### src/rtl/sulk_pkg.sv
package sulk_pkg;
  localparam int unsigned KEY_W  = 64;
  localparam int unsigned XFER_W = 64;
  localparam logic [KEY_W-1:0] UNLOCK_KEY = 64'h5CA33AC5_5CA33AC5;

  typedef enum logic [1:0] {
    ST_IDLE  = 2'd0,
    ST_XFER  = 2'd1,
    ST_DRAIN = 2'd2
  } xfer_state_t;
endpackage

### src/rtl/sulk_bus_sampler.sv
module sulk_bus_sampler (
  input  logic clk,
  input  logic rst,
  input  logic cs_n,
  input  logic oe_n,
  input  logic we_n,
  input  logic dq0,
  input  logic rst_pin_n,
  output logic d0_s,
  output logic hold_n_s,
  output logic acc_any,
  output logic wr_evt,
  output logic rd_evt
);
  logic cs_n_s, oe_n_s, we_n_s, acc_prev;
  logic acc_wr, acc_rd;

  always_ff @(posedge clk) begin
    if (rst) begin
      cs_n_s   <= 1'b1;
      oe_n_s   <= 1'b1;
      we_n_s   <= 1'b1;
      d0_s     <= 1'b0;
      hold_n_s <= 1'b1;
      acc_prev <= 1'b0;
    end else begin
      cs_n_s   <= cs_n;
      oe_n_s   <= oe_n;
      we_n_s   <= we_n;
      d0_s     <= dq0;
      hold_n_s <= rst_pin_n;
      acc_prev <= acc_any;
    end
  end

  // Write takes priority over output enable when both are low.
  assign acc_wr  = ~cs_n_s & ~we_n_s;
  assign acc_rd  = ~cs_n_s & ~oe_n_s & we_n_s;
  assign acc_any = acc_wr | acc_rd;
  assign wr_evt  = acc_wr & ~acc_prev;
  assign rd_evt  = acc_rd & ~acc_prev;
endmodule

### src/rtl/sulk_key_matcher.sv
module sulk_key_matcher #(
  parameter int unsigned         KW  = 64,
  parameter logic [KW-1:0]       KEY = '0
) (
  input  logic clk,
  input  logic rst,
  input  logic en,
  input  logic wr_evt,
  input  logic rd_evt,
  input  logic d0,
  output logic unlock
);
  localparam int unsigned PW = $clog2(KW);
  localparam logic [PW-1:0] PLAST = PW'(KW - 1);

  logic [PW-1:0] ptr;
  logic          fail;

  always_ff @(posedge clk) begin
    if (rst) begin
      ptr    <= '0;
      fail   <= 1'b0;
      unlock <= 1'b0;
    end else begin
      unlock <= 1'b0;
      if (en) begin
        if (rd_evt) begin
          ptr  <= '0;
          fail <= 1'b0;
        end else if (wr_evt && !fail) begin
          if (d0 == KEY[ptr]) begin
            if (ptr == PLAST) begin
              ptr    <= '0;
              unlock <= 1'b1;
            end else begin
              ptr <= ptr + 1'b1;
            end
          end else begin
            fail <= 1'b1;
          end
        end
      end
    end
  end

  // a read while idle always rewinds the comparison pointer.
  assert_read_rewinds_R4: assert property (@(posedge clk) disable iff (rst)
    (en && rd_evt) |=> (ptr == '0));

  // after a mismatch the pointer does not move until a read.
  assert_fail_freezes_R3: assert property (@(posedge clk) disable iff (rst)
    (en && fail && !rd_evt) |=> $stable(ptr));
endmodule

### src/rtl/sulk_xfer_engine.sv
module sulk_xfer_engine #(
  parameter int unsigned XW = 64
) (
  input  logic          clk,
  input  logic          rst,
  input  logic          unlock,
  input  logic          wr_evt,
  input  logic          rd_evt,
  input  logic          acc_any,
  input  logic          d0,
  input  logic          hold_n,
  input  logic          hold_ignore,
  input  logic [XW-1:0] regs_in,
  output logic          idle,
  output logic          mem_block,
  output logic          rd_bit,
  output logic [XW-1:0] wr_data,
  output logic          wr_strobe
);
  import sulk_pkg::*;
  localparam int unsigned IW = $clog2(XW);
  localparam logic [IW-1:0] ILAST = IW'(XW - 1);

  xfer_state_t   state;
  logic [IW-1:0] idx;
  logic [XW-1:0] shreg, nxt;
  logic          wrote, evt, abort;

  assign evt   = wr_evt | rd_evt;
  assign abort = ~hold_ignore & ~hold_n;
  // Rotate: bit 0 leaves, re-enters at the top (read) or is replaced (write).
  assign nxt   = {(wr_evt ? d0 : shreg[0]), shreg[XW-1:1]};

  always_ff @(posedge clk) begin
    if (rst) begin
      state     <= ST_IDLE;
      idx       <= '0;
      shreg     <= '0;
      wrote     <= 1'b0;
      wr_strobe <= 1'b0;
      wr_data   <= '0;
    end else begin
      wr_strobe <= 1'b0;
      unique case (state)
        ST_IDLE: begin
          if (unlock) begin
            state <= ST_XFER;
            shreg <= regs_in;
            idx   <= '0;
            wrote <= 1'b0;
          end
        end
        ST_XFER: begin
          if (abort) begin
            state <= ST_DRAIN;
            idx   <= '0;
          end else if (evt) begin
            shreg <= nxt;
            if (idx == ILAST) begin
              state     <= ST_DRAIN;
              idx       <= '0;
              wr_strobe <= wrote | wr_evt;
              wr_data   <= nxt;
            end else begin
              idx   <= idx + 1'b1;
              wrote <= wrote | wr_evt;
            end
          end
        end
        ST_DRAIN: begin
          if (!acc_any) state <= ST_IDLE;
        end
        default: state <= ST_IDLE;
      endcase
    end
  end

  assign idle      = (state == ST_IDLE);
  assign mem_block = (state != ST_IDLE);
  assign rd_bit    = (state == ST_XFER) & shreg[0];

  // the inhibit only rises right after a completed key.
  assert_enter_on_key_R2: assert property (@(posedge clk) disable iff (rst)
    $rose(mem_block) |-> $past(unlock));

  // the commit is a single-clock pulse.
  assert_commit_pulse_R7: assert property (@(posedge clk) disable iff (rst)
    wr_strobe |=> !wr_strobe);

  // an abort never produces a commit.
  assert_abort_silent_R9: assert property (@(posedge clk) disable iff (rst)
    (state == ST_XFER && abort) |=> !wr_strobe);

  // the bit position only moves on a bus cycle.
  assert_idx_hold_R6: assert property (@(posedge clk) disable iff (rst)
    (state == ST_XFER && !evt && !abort) |=> $stable(idx));
endmodule

### src/rtl/serial_unlock_ctrl.sv
module serial_unlock_ctrl #(
  parameter int unsigned               KEY_W = sulk_pkg::KEY_W,
  parameter int unsigned               XW    = sulk_pkg::XFER_W,
  parameter logic [KEY_W-1:0]          KEY   = sulk_pkg::UNLOCK_KEY
) (
  input  logic          clk,
  input  logic          rst,
  input  logic          cs_n,
  input  logic          oe_n,
  input  logic          we_n,
  input  logic          dq0,
  input  logic          rst_pin_n,
  input  logic          rst_en_ignore,
  input  logic [XW-1:0] regs_in,
  output logic          mem_block,
  output logic          rd_bit,
  output logic [XW-1:0] wr_data,
  output logic          wr_strobe
);
  logic d0_s, hold_n_s, acc_any, wr_evt, rd_evt;
  logic unlock, idle;

  sulk_bus_sampler u_sampler (
    .clk(clk), .rst(rst), .cs_n(cs_n), .oe_n(oe_n), .we_n(we_n),
    .dq0(dq0), .rst_pin_n(rst_pin_n), .d0_s(d0_s), .hold_n_s(hold_n_s),
    .acc_any(acc_any), .wr_evt(wr_evt), .rd_evt(rd_evt)
  );

  sulk_key_matcher #(.KW(KEY_W), .KEY(KEY)) u_matcher (
    .clk(clk), .rst(rst), .en(idle), .wr_evt(wr_evt), .rd_evt(rd_evt),
    .d0(d0_s), .unlock(unlock)
  );

  sulk_xfer_engine #(.XW(XW)) u_engine (
    .clk(clk), .rst(rst), .unlock(unlock), .wr_evt(wr_evt), .rd_evt(rd_evt),
    .acc_any(acc_any), .d0(d0_s), .hold_n(hold_n_s),
    .hold_ignore(rst_en_ignore), .regs_in(regs_in), .idle(idle),
    .mem_block(mem_block), .rd_bit(rd_bit), .wr_data(wr_data),
    .wr_strobe(wr_strobe)
  );
endmodule

### config.mk
export PLATFORM = sky130hd
export DESIGN_NAME = serial_unlock_ctrl
export DESIGN_NICKNAME = d
export VERILOG_FILES = /design/src/rtl/sulk_pkg.sv /design/src/rtl/sulk_bus_sampler.sv /design/src/rtl/sulk_key_matcher.sv /design/src/rtl/sulk_xfer_engine.sv /design/src/rtl/serial_unlock_ctrl.sv
export SDC_FILE = /design/constraint.sdc
export NUM_CORES = 1
export LEC_CHECK = 0
export BUFFER_PORTS_ARGS = -buffer_cell sky130_fd_sc_hd__buf_2
export CAP_MARGIN = 10
export CORE_MARGIN = 2
export CORE_UTILIZATION = 54
export CTS_BUF_LIST = sky130_fd_sc_hd__clkbuf_16
export DETAILED_ROUTE_END_ITERATION = 16
export GPL_ROUTABILITY_DRIVEN = 0
export PLACE_DENSITY_LB_ADDON = 0.2
export SLEW_MARGIN = 30
export SYNTH_ARGS = -nofsm -noshare
export SYNTH_HDL_FRONTEND = slang
export SYNTH_SLANG_ARGS = --single-unit
### constraint.sdc
create_clock -name clk -period 2.75 [get_ports clk]
set_input_delay 0.1375 -clock clk [delete_from_list [all_inputs] [get_ports clk]]
set_output_delay 0.1375 -clock clk [all_outputs]
set_load 0.03 [all_outputs]
==> flow_summary_export.csv, run 1 <==
group,metric,value,unit
timing,hold_viol,0,
route,route.vias.total,6073,
route,route.detailed.drc,0,
synth,ys_ff_latch,153,
status,run_status,"complete, no violations",
global_route,grt_pass1_vias,5836,
power_and_ir_drop,pwr_density_cell,598,nW/um^2
timing,fmax,444,MHz
worst_setup_path,end_kind,"flip-flop",
synth,synth_edf_count,0,
clock_tree,cts.repair.resized,0,
place,place_inst,1008,
route,vias_per_cell,5.58,
timing,post-route-min-period,2.25,ns
global_route,grt_start_max_net_pins,112,
finish,syn2layout_area_growth,29.7,%
global_route,antenna_found_initial,0,
finish,layoutNonFillerInstCount,1088,
clock_tree,clk_path_buf_depth,2,
floorplan,rows,38,
timing,finalCritPeriodShare,0.818,
worst_setup_path,critPathLaunchType,"flip-flop",
global_route,grt-ovfl-total,0,
timing,fin_skew,0.00991,ns
worst_setup_path,cp.required,3.09,ns
floorplan,pin_count,139,
synth,synth_area,6120,um^2
worst_hold_path,worstHoldEndpoint,"u_engine.shreg[10]",
global_route,grt_pass1_wl,26800,um
global_route,grt_usage,0.261,
worst_hold_path,whs_path_depth,3,
timing,setup-tns-final,0,ns
clock_tree,clk_latency,0.41,ns
worst_setup_path,cp.arrival,2.59,ns
timing,worst_pin_slew,0.810,ns
timing,relSlewSlack,0.460,
worst_setup_path,worstReg2RegStart,"u_sampler.cs_n_s",
worst_setup_path,cp_max_fo,7,
synth,ys_seq_area_frac,0.500,
clock_tree,htree_levels,4,
finish,layout-drive-gt1-share,0.199,
worst_setup_path,crit_type,"flip-flop to flip-flop",
finish,antenna_cells,0,
floorplan,die_h,111,um
synth,postSynth.asyncResetShare,0,
route,wirelength,16100,um
worst_setup_path,r2r_cells,6,
timing,hold_ws,0.00878,ns
synth,synthCells,782,
finish,final_nets,1009,
worst_hold_path,hp-start,"regs_in[10]",
finish,final_cell_mix,"nand2_1 (263), dfxtp_1 (153), buf_2 (137), nor2_1 (79), a21oi_1 (77)",
timing,drv_slew,0,
synth,syn-num-nets,856,
clock_tree,cts_root_buffer,"clkbuf_16",
synth,yosysUniqueCellTypes,39,
route,drt_first_pass_iters,5,
timing,setup_viol,0,
synth,synth_ff_type,"dfxtp_1",
clock_tree,post_cts_buffers,0,
worst_hold_path,hp-class,"primary input to flip-flop",
clock_tree,cts_buffers,17,
worst_setup_path,reg2reg_slack,0.50,ns
timing,rsz0062_at_grt,"false",
place,dp.final_hpwl,9550,um
synth,ys.warnings.count,0,
synth,avgSynthCellArea,7.83,um^2
flow_run,drv_cap,0,
finish,final_common_cell,"nand2_1",
floorplan,core,10900,um^2
clock_tree,clkTransAtPathRegs,0.06,ns
clock_tree,cts_sinks,153,
place,io_buffers,138,
floorplan,die-area,12200,um^2
power_and_ir_drop,leakagePower,0.00306,uW
finish,fillCellCount,853,
clock_tree,cts_tree,"yes",
power_and_ir_drop,peakVddDrop,463,uV
route,drtIter0Drc,510,
floorplan,die_w,111,um
floorplan,initial_utilization,0.560,
route,wl_per_cell,14.8,um
route,ant_nets,0,
worst max-delay path, stage by stage (launching register included):
cell and delay (ns):
dfxtp_1 0.40, nor4_4 0.46, a41oi_1 0.18, a31oi_1 0.35, mux2_2 0.38, mux2i_1 0.20
mux2i_1 0.21
registers in the layout (all words and copies together), names as in the netlist, 2 cells and up, named ones only:
signal and cells:
u_engine.state 2, u_engine.wr_data 64, u_engine.idx 6, u_matcher.ptr 6
u_engine.shreg 64
how the worst max path moves through the flow:
stage / startpoint / end / slack (ns)
detailed placement: u_sampler.cs_n_s / flip-flop / 0.59
global placement: u_sampler.cs_n_s / flip-flop / 0.71
floorplan: u_engine.idx[0] / u_engine.wr_data[35] / 0.75
global route: u_sampler.cs_n_s / flip-flop / 0.35
finish: u_sampler.cs_n_s / flip-flop / 0.50
CTS: u_engine.state[0] / rd_bit / 0.47
metal layers:
metal,up-vias,share of wire,GRT usage
li1,2979,-,-
met1,2890,0.42,0.310
met2,186,0.51,0.450
met3,18,0.062,0.0834
met4,0,0.012,0.0775
met5,-,0,0
final cells by class:
class | count | area [um^2] | share of cell area
clock inverters | 15 | 165 | 0.0208
flip-flops and latches | 153 | 3060 | 0.386
clock buffers | 17 | 425 | 0.0536
inverters | 2 | 7.51 | 0.000945
repair buffers | 196 | 1260 | 0.159
multi-input cells | 565 | 2840 | 0.358
well taps | 140 | 175 | 0.0221
synthesized netlist by cell type, types with 2 or more instances:
| cell | number | area (um^2) |
|---|---|---|
| nand2_1 | 263 | 987 |
| dfxtp_1 | 153 | 3060 |
| nor2_1 | 81 | 304 |
| a21oi_1 | 77 | 385 |
| a311oi_1 | 63 | 552 |
| clkbuf_1 | 53 | 199 |
| o21ai_0 | 11 | 55.1 |
| nand3_1 | 8 | 40.0 |
| nor3_1 | 7 | 35.0 |
| a211oi_1 | 5 | 37.5 |
| buf_1 | 5 | 18.8 |
| mux2i_1 | 5 | 50.1 |
| or2_2 | 5 | 31.3 |
| buf_2 | 4 | 20.0 |
| a31oi_1 | 3 | 18.8 |
| and2_1 | 3 | 18.8 |
| nor2b_1 | 3 | 18.8 |
| nor4_1 | 3 | 18.8 |
| or3_1 | 3 | 18.8 |
| a211o_1 | 2 | 17.5 |
| a22oi_1 | 2 | 15.0 |
| ha_1 | 2 | 25.0 |
| inv_1 | 2 | 7.51 |
| nand2b_1 | 2 | 12.5 |
| nand4_1 | 2 | 12.5 |
| or4_1 | 2 | 15.0 |
cells by family after synthesis:
group | share of synthesized area
DFF | 0.500
xor gates and xnor gates | 0.00143
buffers and inverters | 0.0400
adders and majority gates | 0.00409
AOI/OAI and AO/OA | 0.183
muxes | 0.0100
and+or+nand+nor | 0.261
what timing repair did:
item	in CTS	in global routing
hold endpoints to repair	47	1
hold buffers	47	1
setup endpoints to repair	0	0
report_power, final:
part / total, uW / switching [uW] / internal, uW
sequential: 2230 / 8.29 / 2220
combinational: 185 / 84.6 / 100
clock: 2330 / 849 / 1490
total: 4750 / 942 / 3810
stage by stage:
step	setup WS, ns	power [uW]	area, um^2	util
final	0.500	4750	7940	0.726
after global routing	0.355	4910	7940	0.726
after CTS	0.467	4780	7930	0.725
after detailed placement	0.594	2410	6870	0.628
after global placement	0.714	2400	6870	0.628
after floorplan	0.753	2340	6120	-
No activity file was read; power rests on OpenSTA's default activity.
==> inputs of run 2 (changes only) <==
clock period = 2.1 ns   (was 2.75 ns; I/O delays follow)
==> flow_summary_export.csv, run 2 (synthesis gave the netlist of run 1 again) <==
group,metric,value,unit
floorplan,pin_count,139,
place,dp.final_hpwl,10100,um
flow_run,drv_cap,0,
clock_tree,cts_buffers,17,
route,route.vias.total,6265,
route,wl_met3,997,um
worst_setup_path,timing.critical_path.buf_inv,1,
timing,drv_slew,0,
worst_setup_path,slowest_delay,0.39,ns
worst_setup_path,cp-startpoint,"u_engine.state[1]",
clock_tree,cts_tree,"yes",
timing,fin_skew,0.00736,ns
clock_tree,clk_latency,0.42,ns
route,wl_per_cell,15.1,um
route,vias_per_cell,5.57,
worst_setup_path,crit_type,"flip-flop to flip-flop",
worst_setup_path,path_cells,"nor2_2 > inv_1 > nor3_1 > nand3_1 > a21oi_1 > mux2i_1 > mux2i_1",
timing,rsz0062_at_grt,"true",
clock_tree,clk_path_buf_depth,2,
worst_setup_path,end_kind,"flip-flop",
power_and_ir_drop,peakVddDrop,597,uV
worst_setup_path,worstReg2RegStart,"u_engine.state[1]",
global_route,antenna_found_initial,0,
worst_setup_path,critPathTopFamily,"simple AND/OR/NAND/NOR gates",
finish,fillCellCount,812,
worst_setup_path,critPathLaunchType,"flip-flop",
timing,post-route-min-period,2.06,ns
floorplan,rows,38,
finish,antenna_cells,0,
timing,relSlewSlack,0.580,
global_route,grt_pass1_wl,28500,um
worst_setup_path,cp_max_fo,9,
route,drt_first_pass_iters,7,
timing,fmax,486,MHz
place,io_buffers,138,
timing,hold_ws,0.192,ns
floorplan,die_w,111,um
global_route,grt-ovfl-total,0,
power_and_ir_drop,pwr_density_cell,743,nW/um^2
worst_setup_path,cp.arrival,2.40,ns
status,run_status,"complete, no violations",
global_route,grt_usage,0.280,
finish,final_cell_mix,"nand2_1 (263), dfxtp_1 (149), buf_2 (137), nor2_1 (79), a21oi_1 (77)",
route,ant_nets,0,
route,route.detailed.drc,0,
route,wl_met1,7010,um
finish,layout-drive-gt1-share,0.217,
clock_tree,clkTransAtPathRegs,0.06,ns
clock_tree,htree_levels,4,
route,drtIter0Drc,585,
timing,hold_viol,0,
worst_setup_path,cp.required,2.44,ns
route,route.met2.wl,8650,um
worst_setup_path,cp_common_cell,"mux2i_1",
power_and_ir_drop,leakagePower,0.00326,uW
worst_hold_path,hp-class,"primary input to flip-flop",
route,wirelength,17000,um
floorplan,die-area,12200,um^2
clock_tree,cts_root_buffer,"clkbuf_16",
finish,syn2layout_area_growth,37.0,%
worst_hold_path,hp-start,"rst_en_ignore",
finish,fin_util,0.767,
timing,finalCritPeriodShare,0.979,
floorplan,die_h,111,um
clock_tree,cts_sinks,153,
global_route,grt_pass1_vias,6102,
finish,final_common_cell,"nand2_1",
worst_setup_path,slowest_stage,"dfxtp_1",
floorplan,initial_utilization,0.560,
floorplan,core,10900,um^2
finish,top_regs,"u_engine.shreg (64), u_engine.wr_data (64)",
global_route,grt_start_max_net_pins,150,
finish,final_nets,1046,
timing,setup_viol,0,
power_and_ir_drop,total_power,6230,uW
timing,setup-tns-final,0,ns
route,highest_layer,"met4",
timing,worst_pin_slew,0.631,ns
## run 2: changes by cell type in the layout (fill, tap and decap cells not counted), moves of 2 or more
cell           change
dfxtp_2            +3
buf_12             +8
clkinv_4           +2
clkinv_1           -3
dlygate4sd3_1     +22
buf_4              +7
dfxtp_1            -4
## run 2: timing repair
item | CTS | global route
hold endpoints to repair | 70 | 0
endpoints found under the setup margin | 2 | 36
resized for setup | 2 | 9
hold buffers | 70 | 0
buffers inserted | 2 | 0
pin swaps | 1 | 3
## run 2: metrics by stage
step	area [um^2]	std cells	setup slack [ns]
global route	8390	1125	-0.00658
detailed placement	7060	1021	0.0339
global placement	7060	1021	0.107
finish	8390	1125	0.0443
floorplan	6120	782	0.103
CTS	8370	1125	0.00765
## run 2: final timing paths
kind / endpoint / slack, ns / cells after the start
hold reg to reg: u_engine.wr_data[15] / 0.45 / 2
setup reg to reg: flip-flop / 0.04 / 7
hold / removal: u_engine.idx[1] / 0.19 / 5
setup / recovery: flip-flop / 0.04 / 7
## run 2: final cells by class
cell class	count	area, um^2	share of cell area
Clock buffer	17	425	0.0507
Sequential cell	153	3070	0.366
Multi-Input combinational cell	565	2860	0.340
Clock inverter	15	159	0.0189
Timing Repair Buffer	233	1700	0.202
Inverter	2	7.51	0.000895
Tap cell	140	175	0.0209
## run 2: power by group
group | total (uW) | internal [uW] | switching [uW]
clock network | 3020 | 1850 | 1170
registers | 2920 | 2910 | 10.4
logic | 289 | 166 | 122
total | 6230 | 4920 | 1310
## run 2: worst register-to-register path, cell delays in order, from the launching register on
cell	delay [ns]
dfxtp_1	0.39
nor2_2	0.39
inv_1	0.12
nor3_1	0.24
nand3_1	0.11
a21oi_1	0.25
mux2i_1	0.26
mux2i_1	0.22
## run 2: metal layers
layer  global-route usage  up-vias
met2                0.489      236
met3               0.0741       32
met1                0.333     2937
met5                    0        -
met4               0.0967        0
li1                     -     3060
